**config.mk**
```make
export PLATFORM = sky130hd
export DESIGN_NAME = store_ea_gen
export DESIGN_NICKNAME = d
export VERILOG_FILES = /design/src/rtl/store_ea_pkg.sv /design/src/rtl/store_ea_base_sel.sv /design/src/rtl/store_ea_offset.sv /design/src/rtl/store_ea_gen.sv
export SDC_FILE = /design/constraint.sdc
export NUM_CORES = 1
export LEC_CHECK = 0
export CAP_MARGIN = 5
export CORE_AREA = 2 2 123 125
export DETAILED_ROUTE_END_ITERATION = 6
export DIE_AREA = 0 0 125 127
export PLACE_DENSITY = 0.88
export SLEW_MARGIN = 20
export SYNTH_ARGS = -nofsm -noshare
export SYNTH_HDL_FRONTEND = slang
export SYNTH_SLANG_ARGS = --single-unit
```
**constraint.sdc**
```tcl
create_clock -name clk -period 11.3 [get_ports clk]
set_input_delay 2.26 -clock clk [delete_from_list [all_inputs] [get_ports clk]]
set_output_delay 2.26 -clock clk [all_outputs]
set_load 0.01 [all_outputs]
```
**src/rtl/store_ea_pkg.sv**
```systemverilog
package store_ea_pkg;
  typedef enum logic [1:0] {
    FORM_DISP    = 2'd0,
    FORM_SCALED  = 2'd1,
    FORM_INDEXED = 2'd2,
    FORM_RSVD    = 2'd3
  } ea_form_e;
endpackage

```
**src/rtl/store_ea_base_sel.sv**
```systemverilog
module store_ea_base_sel #(
  parameter int XLEN  = 64,
  parameter int REG_W = 5
) (
  input  logic [REG_W-1:0] base_reg,
  input  logic [XLEN-1:0]  base_val,
  input  logic             update,
  output logic [XLEN-1:0]  base,
  output logic             reg_is_zero
);
  always_comb begin
    reg_is_zero = (base_reg == '0);
    // An update form always takes the register value; otherwise register 0 reads as zero.
    if (update || !reg_is_zero) base = base_val;
    else                        base = '0;
  end
endmodule

```
**src/rtl/store_ea_offset.sv**
```systemverilog
module store_ea_offset #(
  parameter int XLEN       = 64,
  parameter int DISP_W     = 16,
  parameter int SCALE_BITS = 2
) (
  input  store_ea_pkg::ea_form_e form,
  input  logic [DISP_W-1:0]      imm,
  input  logic [XLEN-1:0]        idx_val,
  output logic [XLEN-1:0]        offset,
  output logic                   form_ok
);
  import store_ea_pkg::*;
  localparam int EXT_W = XLEN - DISP_W;

  logic [DISP_W-1:0] imm_scaled;
  logic [XLEN-1:0]   sext_plain;
  logic [XLEN-1:0]   sext_scaled;

  generate
    if (SCALE_BITS > 0) begin : g_scaled
      assign imm_scaled = {imm[DISP_W-1:SCALE_BITS], {SCALE_BITS{1'b0}}};
    end else begin : g_unscaled
      assign imm_scaled = imm;
    end
  endgenerate

  assign sext_plain  = {{EXT_W{imm[DISP_W-1]}}, imm};
  assign sext_scaled = {{EXT_W{imm_scaled[DISP_W-1]}}, imm_scaled};

  always_comb begin
    form_ok = 1'b1;
    unique case (form)
      FORM_DISP:    offset = sext_plain;
      FORM_SCALED:  offset = sext_scaled;
      FORM_INDEXED: offset = idx_val;
      default: begin
        offset  = '0;
        form_ok = 1'b0;
      end
    endcase
  end
endmodule

```
**src/rtl/store_ea_gen.sv**
```systemverilog
module store_ea_gen #(
  parameter int XLEN       = 64,
  parameter int REG_W      = 5,
  parameter int DISP_W     = 16,
  parameter int SCALE_BITS = 2
) (
  input  logic              clk,
  input  logic              rst,
  input  logic              in_valid,
  input  logic [1:0]        in_form,
  input  logic              in_update,
  input  logic [REG_W-1:0]  in_base_reg,
  input  logic [XLEN-1:0]   in_base_val,
  input  logic [XLEN-1:0]   in_idx_val,
  input  logic [DISP_W-1:0] in_imm,
  output logic              out_valid,
  output logic [XLEN-1:0]   out_ea,
  output logic              out_wb_en,
  output logic [REG_W-1:0]  out_wb_reg,
  output logic              out_illegal
);
  import store_ea_pkg::*;

  logic [XLEN-1:0] base;
  logic [XLEN-1:0] offset;
  logic            reg_is_zero;
  logic            form_ok;
  logic            illegal_c;
  logic            wb_c;
  logic [XLEN-1:0] ea_c;

  store_ea_base_sel #(.XLEN(XLEN), .REG_W(REG_W)) u_base (
    .base_reg    (in_base_reg),
    .base_val    (in_base_val),
    .update      (in_update),
    .base        (base),
    .reg_is_zero (reg_is_zero)
  );

  store_ea_offset #(.XLEN(XLEN), .DISP_W(DISP_W), .SCALE_BITS(SCALE_BITS)) u_off (
    .form    (ea_form_e'(in_form)),
    .imm     (in_imm),
    .idx_val (in_idx_val),
    .offset  (offset),
    .form_ok (form_ok)
  );

  always_comb begin
    ea_c      = base + offset;   // wraps modulo 2^XLEN
    illegal_c = !form_ok || (in_update && reg_is_zero);
    wb_c      = in_update && !illegal_c;
  end

  always_ff @(posedge clk) begin
    if (rst) begin
      out_valid   <= 1'b0;
      out_wb_en   <= 1'b0;
      out_illegal <= 1'b0;
      out_ea      <= '0;
      out_wb_reg  <= '0;
    end else begin
      out_valid   <= in_valid;
      out_wb_en   <= in_valid && wb_c;
      out_illegal <= in_valid && illegal_c;
      if (in_valid) begin
        out_ea     <= ea_c;
        out_wb_reg <= in_base_reg;
      end
    end
  end


  wb_needs_valid_chk: assert property (@(posedge clk) disable iff (rst)
    out_wb_en |-> out_valid);

  valid_follows_chk: assert property (@(posedge clk) disable iff (rst)
    in_valid |=> out_valid);

  illegal_no_wb_chk: assert property (@(posedge clk) disable iff (rst)
    out_illegal |-> !out_wb_en);

  wb_from_update_chk: assert property (@(posedge clk) disable iff (rst)
    out_wb_en |-> $past(in_update && in_valid));

  wb_reg_nonzero_chk: assert property (@(posedge clk) disable iff (rst)
    out_wb_en |-> (out_wb_reg != '0));

  rsvd_illegal_chk: assert property (@(posedge clk) disable iff (rst)
    (in_valid && in_form == 2'd3) |=> out_illegal);
endmodule

```
After elaboration in Yosys (flattened, before gate mapping)
Index checks and enable logic that the tools add are counted.

Bits in registers: 72. Latch bits: 0. Memory bits (writable): 0. ROM bits: 0. Output and inout port bits: 72. Memories: 0.

Add/sub/neg operators: 1. $mul: 0. Div/mod/pow operators: 0. Magnitude comparators: 0. Equality and inequality tests: 2. Shifts and indexed selects: 0. Muxes and demuxes: 3. Bitwise gates (word level): 0. Reduce and logical (&&, ||, !) cells: 12.

Operators by type and width (number): $pmux W64 S3 (1); $add A64 B64 Y64 (1); $mux W64 (1); $logic_not A5 Y1 (1); $logic_and A1 B1 Y1 (4); $logic_not A1 Y1 (3); $reduce_or A3 Y1 (1); $eq A2 B1 Y1 const B (1); $eq A2 B2 Y1 const B (1); $logic_not A2 Y1 (1); $logic_or A1 B1 Y1 (2); $mux W1 (1).

Depth between registers and ports, before layout
Depth in word-level cells: 8. Mapped depth: 18. Mapped depth without buffers: 15.

Modules after synthesis
Synthesis repeated with hierarchy kept, for this count alone.

Cell total of the unflattened synthesis: 1006. Area total of the unflattened synthesis: 7631.1 µm².

Modules (own cells, without submodules): store_ea_gen (times used 1, cells an instance 842, area each 6393.6 µm², seq. area each 1441.4 µm²); store_ea_offset (times used 1, cells an instance 84, area each 666.9 µm², seq. area each 0.0 µm²); store_ea_base_sel (times used 1, cells an instance 80, area each 570.5 µm², seq. area each 0.0 µm²).

Worst setup path before layout
Ideal clock, no wire load.

Path type: input to register. Start point: input port in_base_reg[0]. End point: register out_ea[59]. Setup time: 117 ps. Data arrival time: 5695 ps. Data required time: 11183 ps. Path slack: 5488 ps. Stages on the path: 16. Buffers on the path: 2. Cell sequence: or4_1 nor3_2 clkbuf_1 nor2b_1 ha_1 buf_2 a21o_1 a31o_2 a221oi_1 o41ai_1 o21ai_1 o21ai_2 a21oi_2 o21bai_1 xor2_1 a22o_1.

Word-level cells in the longest chain between the ends: 5.

Ends and longest elaborated chain: from (decl) (RTL line store_ea_gen.sv:12) `input logic [REG_W-1:0] in_base_reg,`; $logic_not A5 Y1 (RTL line store_ea_base_sel.sv:12) `reg_is_zero = (base_reg == '0);`; $logic_not A1 Y1 (RTL line store_ea_base_sel.sv:14) `if (update || !reg_is_zero) base = base_val;`; $logic_or A1 B1 Y1 (RTL line store_ea_base_sel.sv:14); $mux W64 (RTL line store_ea_base_sel.sv:14); $add A64 B64 Y64 (RTL line store_ea_gen.sv:49) `ea_c = base + offset;`; to (signal assigned) (RTL line store_ea_gen.sv:59) `out_ea <= '0;`; to (signal assigned) (RTL line store_ea_gen.sv:66) `out_ea <= ea_c;`; to (decl) (RTL line store_ea_gen.sv:17) `output logic [XLEN-1:0] out_ea,`.

Every way passes these cells. A chain may end at the register's enable or synchronous reset.

Final worst setup path
Start point: input port in_form[1]. End point: register out_ea[62].

Word-level cells in the longest chain between the ends: 3. Elaborated cells between the ends (all ways): 5. Classes of those cells: 1 x add/sub; 2 x eq/ne; 1 x mux; 1 x reduce/logical.

Ends and longest elaborated chain: from (decl) (RTL line store_ea_gen.sv:10) `input logic [1:0] in_form,`; $eq A2 B2 Y1, or another cell as far along (RTL line store_ea_offset.sv:32) `unique case (form)`; $pmux W64 S3 (*) (RTL line store_ea_offset.sv:32); $add A64 B64 Y64 (*) (RTL line store_ea_gen.sv:49).

Every way passes the cells marked *; elsewhere a longest branch is shown, timed or not.

==> run metrics <==
status complete, no violations; # port buffers 226; critical path's top delay family compound AO/OA/AOI/OAI gates; RSZ-0062 raised after global routing no; Area Growth Syn to Fin 37.0%; post-cts gate resize count 0; total negative slack 0 ps; fraction of layout instances using a drive strength above 1 between 4 and 5%; Placed Instance Area 9410 sq um; vias in the first global route 7613; mapped cell area 7090 sq um; Yosys top cell by area dfxtp_1; pre-CTS setup slack 3980 ps; GPL Wtd Cong 0.923; PnR worst setup slack approximately 4200 ps; CP Cell Sequence clkdlybuf4s50_1, nor2b_4, buf_4, a21o_1, ha_1, a21oi_1, o21ai_0, a221oi_1, o211ai_1, a21oi_1, o21ai_1, a31oi_1, o21ai_0, xnor2_1, o21ai_0; Pre-antenna DRT Iters 5; worst-margin pin slew 756 ps; final hold violations 0; top cell type's share of synthesized area about a fifth; core footprint between 10000 and 15000 sq um; # rows 44; Num CTS Buffers 9; mux share of post-synthesis cell area 5.93%; IO Pins 227; crit path kind input pin to register; CTS Sinks 72; Chip Height 127 microns; xor/xnor cell area share of the yosys netlist between 7 and 8%; Synth Area in Adders 11.4%; Max-cap violations 0; ant diodes 0; Arrival @ worst endpoint 7310 ps; grt total ovfl 0; drt via density 5.91; HP Class register to register; met1 Use GR 33.8%; cell mode on critical path o21ai_0; Final #Nets between 1000 and 1500; HPWL after DPL 17300 microns; pin count of the biggest net entering global routing between 60 and 70; Critical Path RT about 12000 ps; Synth Area in Simple Gates 21.7%; Yosys cell types 68; Max Slew Vio Count 0; P_leak 4.42 nW; final std cells w/o fill 1323; Synth Area in Compound Gates 28.3%; ANT nets after route 0; DRC 0; CP endpoint kind register; # setup viols final 0; Post-Place Cells ~1300; Starting Density 49.2%; Slew HR around half; Reg area 1440 sq um; Initial DRC Count 573; skew final 0 ps; post-synthesis sequential area ratio about 20%; Period minus WS final 7090 ps; syn_nets between 1000 and 1500; global-route met2 utilization 47.9%; chip width 125 microns; WL per Instance 17.1 microns; DRT Wirelength approximately 23000 microns; Worst Path Buf+Inv 2; critical path fanouts, max 32; CTS tree done; Largest stage delay, worst path 950 ps; max reg flops 64; Bufs on Longest Clock Path 2; # fillers 1206; FF+latch count, synth 72; Total Die Area about 16000 sq um; Final period util 62.7%; Synth async-reset ratio 0%; # hold bufs at CTS 0; main combinational cell family by area after synthesis compound AO/OA/AOI/OAI gates; Clk pin slew, worst setup/hold paths 60 ps; number of synthesized flops with an enable pin 0; slowest CP cell clkdlybuf4s50_1; Power Dens Cells 112 nW/um^2; final instance area 9710 sq um; Fmax 141 MHz; syn_area_per_cell 7.48 sq um; Main synth FF type dfxtp_1; CTS root buffer clkbuf_16; initial antenna violation count 0; startpoint class of the critical path input pin; first-pass GRT wire length 36400 microns; Synth area leaders dfxtp_1 20%, ha_1 11%, a21o_1 8.5%; GRT Util Overall 27.6%; Worst IR Drop VDD 0.0815 mV; Post-CTS Setup Inserts 0; H-Tree Depth 3; met3 Resource Use GR under 10%; via count 7816; Synth warnings 0; Cells after Synth 948; clock latency on the worst-skew pair 340 ps; multi-input combinational cell area 5340 sq um; Most Used Layer, Global Route met2
-- final cells by class --
class                   count  share of cell area (%)
clock buffers              11                    2.50
inverters                  27                    1.04
well taps                 184                    2.37
flip-flops and latches     72                    14.8
clock inverters             5                   0.580
multi-input cells         792                    55.0
repair buffers            232                    23.7
-- layout by cell type (no fill, tap or decap), types with 4 or more instances in the layout --
master           netlist  layout
nand2_1               93      93
o221ai_1               4       4
a21oi_1               76      76
nand4_1               18      18
o21bai_1               8       8
nor2_1                90      89
a21o_1                80      80
a31oi_1                6       6
a211oi_1               6       6
nand2b_1               5       5
xor2_1                26      26
ha_1                  63      63
o211ai_1               8       8
o21ai_0               68      68
dfxtp_1               72      72
nor3_1                14      14
nand3_1               10      10
mux2i_1               42      42
nor2b_1               68      66
clkdlybuf4s50_1        0     224
inv_1                 27      27
xnor2_1               35      35
a221oi_1               5       5
o21ai_1                5       5
clkbuf_16              0       9
and3_1                 4       4
buf_4                  0       6
-- kinds of logic (layout without fill, tap and decap cells) --
group	Yosys count	after routing
xor+xnor	61	61
flops	72	72
buf+inv	84	275
mux	42	42
compound gates	306	306
fa+ha+maj	64	64
simple gates	319	319
-- metrics by stage --
stage	hold slack [ps]	power (mW)	utilization (%)
floorplan	470	0.601	-
global placement	434	0.778	65.2
detailed placement	442	0.787	65.2
CTS	455	1.08	67.3
global route	474	1.14	67.3
finish	449	1.09	67.3
-- Yosys cell counts (all sizes together) (4+ instances only) --
cell type,instances
and3,4
a21o,80
nor3,15
o21ai,75
buf,17
nor2,90
dfxtp,72
o221ai,5
nand2,93
nand4,18
nor2b,68
clkbuf,40
nand2b,5
o211ai,9
inv,27
nand3,10
xor2,26
a21oi,77
mux2i,42
a31oi,7
a221oi,5
o21bai,9
xnor2,35
ha,63
a211oi,7
-- worst reg2reg max path: cells and delay by family (launching register included) --
kind            cells  cell delay, ps
flops               1             330
compound gates      1             260
simple gates        1              40
-- routing by layer --
metal  vias up  wire length (microns)
li1       3744                      -
met1      3572                   9310
met2       430                  10800
met3        70                   1800
met4         0                    761
met5         -                      0
-- path summary, 6_finish.rpt --
| check | start | cells after the start | end | slack [ps] |
|---|---|---|---|---|
| setup / recovery | in_form[1] | 15 | out_ea[62]$_SDFFE_PP0P_ | 4210 |
| hold reg to reg | out_ea[24]$_SDFFE_PP0P_ | 2 | out_ea[24]$_SDFFE_PP0P_ | 450 |
| hold / removal | out_ea[24]$_SDFFE_PP0P_ | 2 | out_ea[24]$_SDFFE_PP0P_ | 450 |
| setup reg to reg | out_ea[11]$_SDFFE_PP0P_ | 2 | out_ea[11]$_SDFFE_PP0P_ | 10580 |
-- where the power goes --
part / switching, mW / internal (mW)
Clock: 0.117 / 0.177
Sequential: 0.0184 / 0.285
Combinational: 0.249 / 0.239
(Power assumes the default switching activity.)
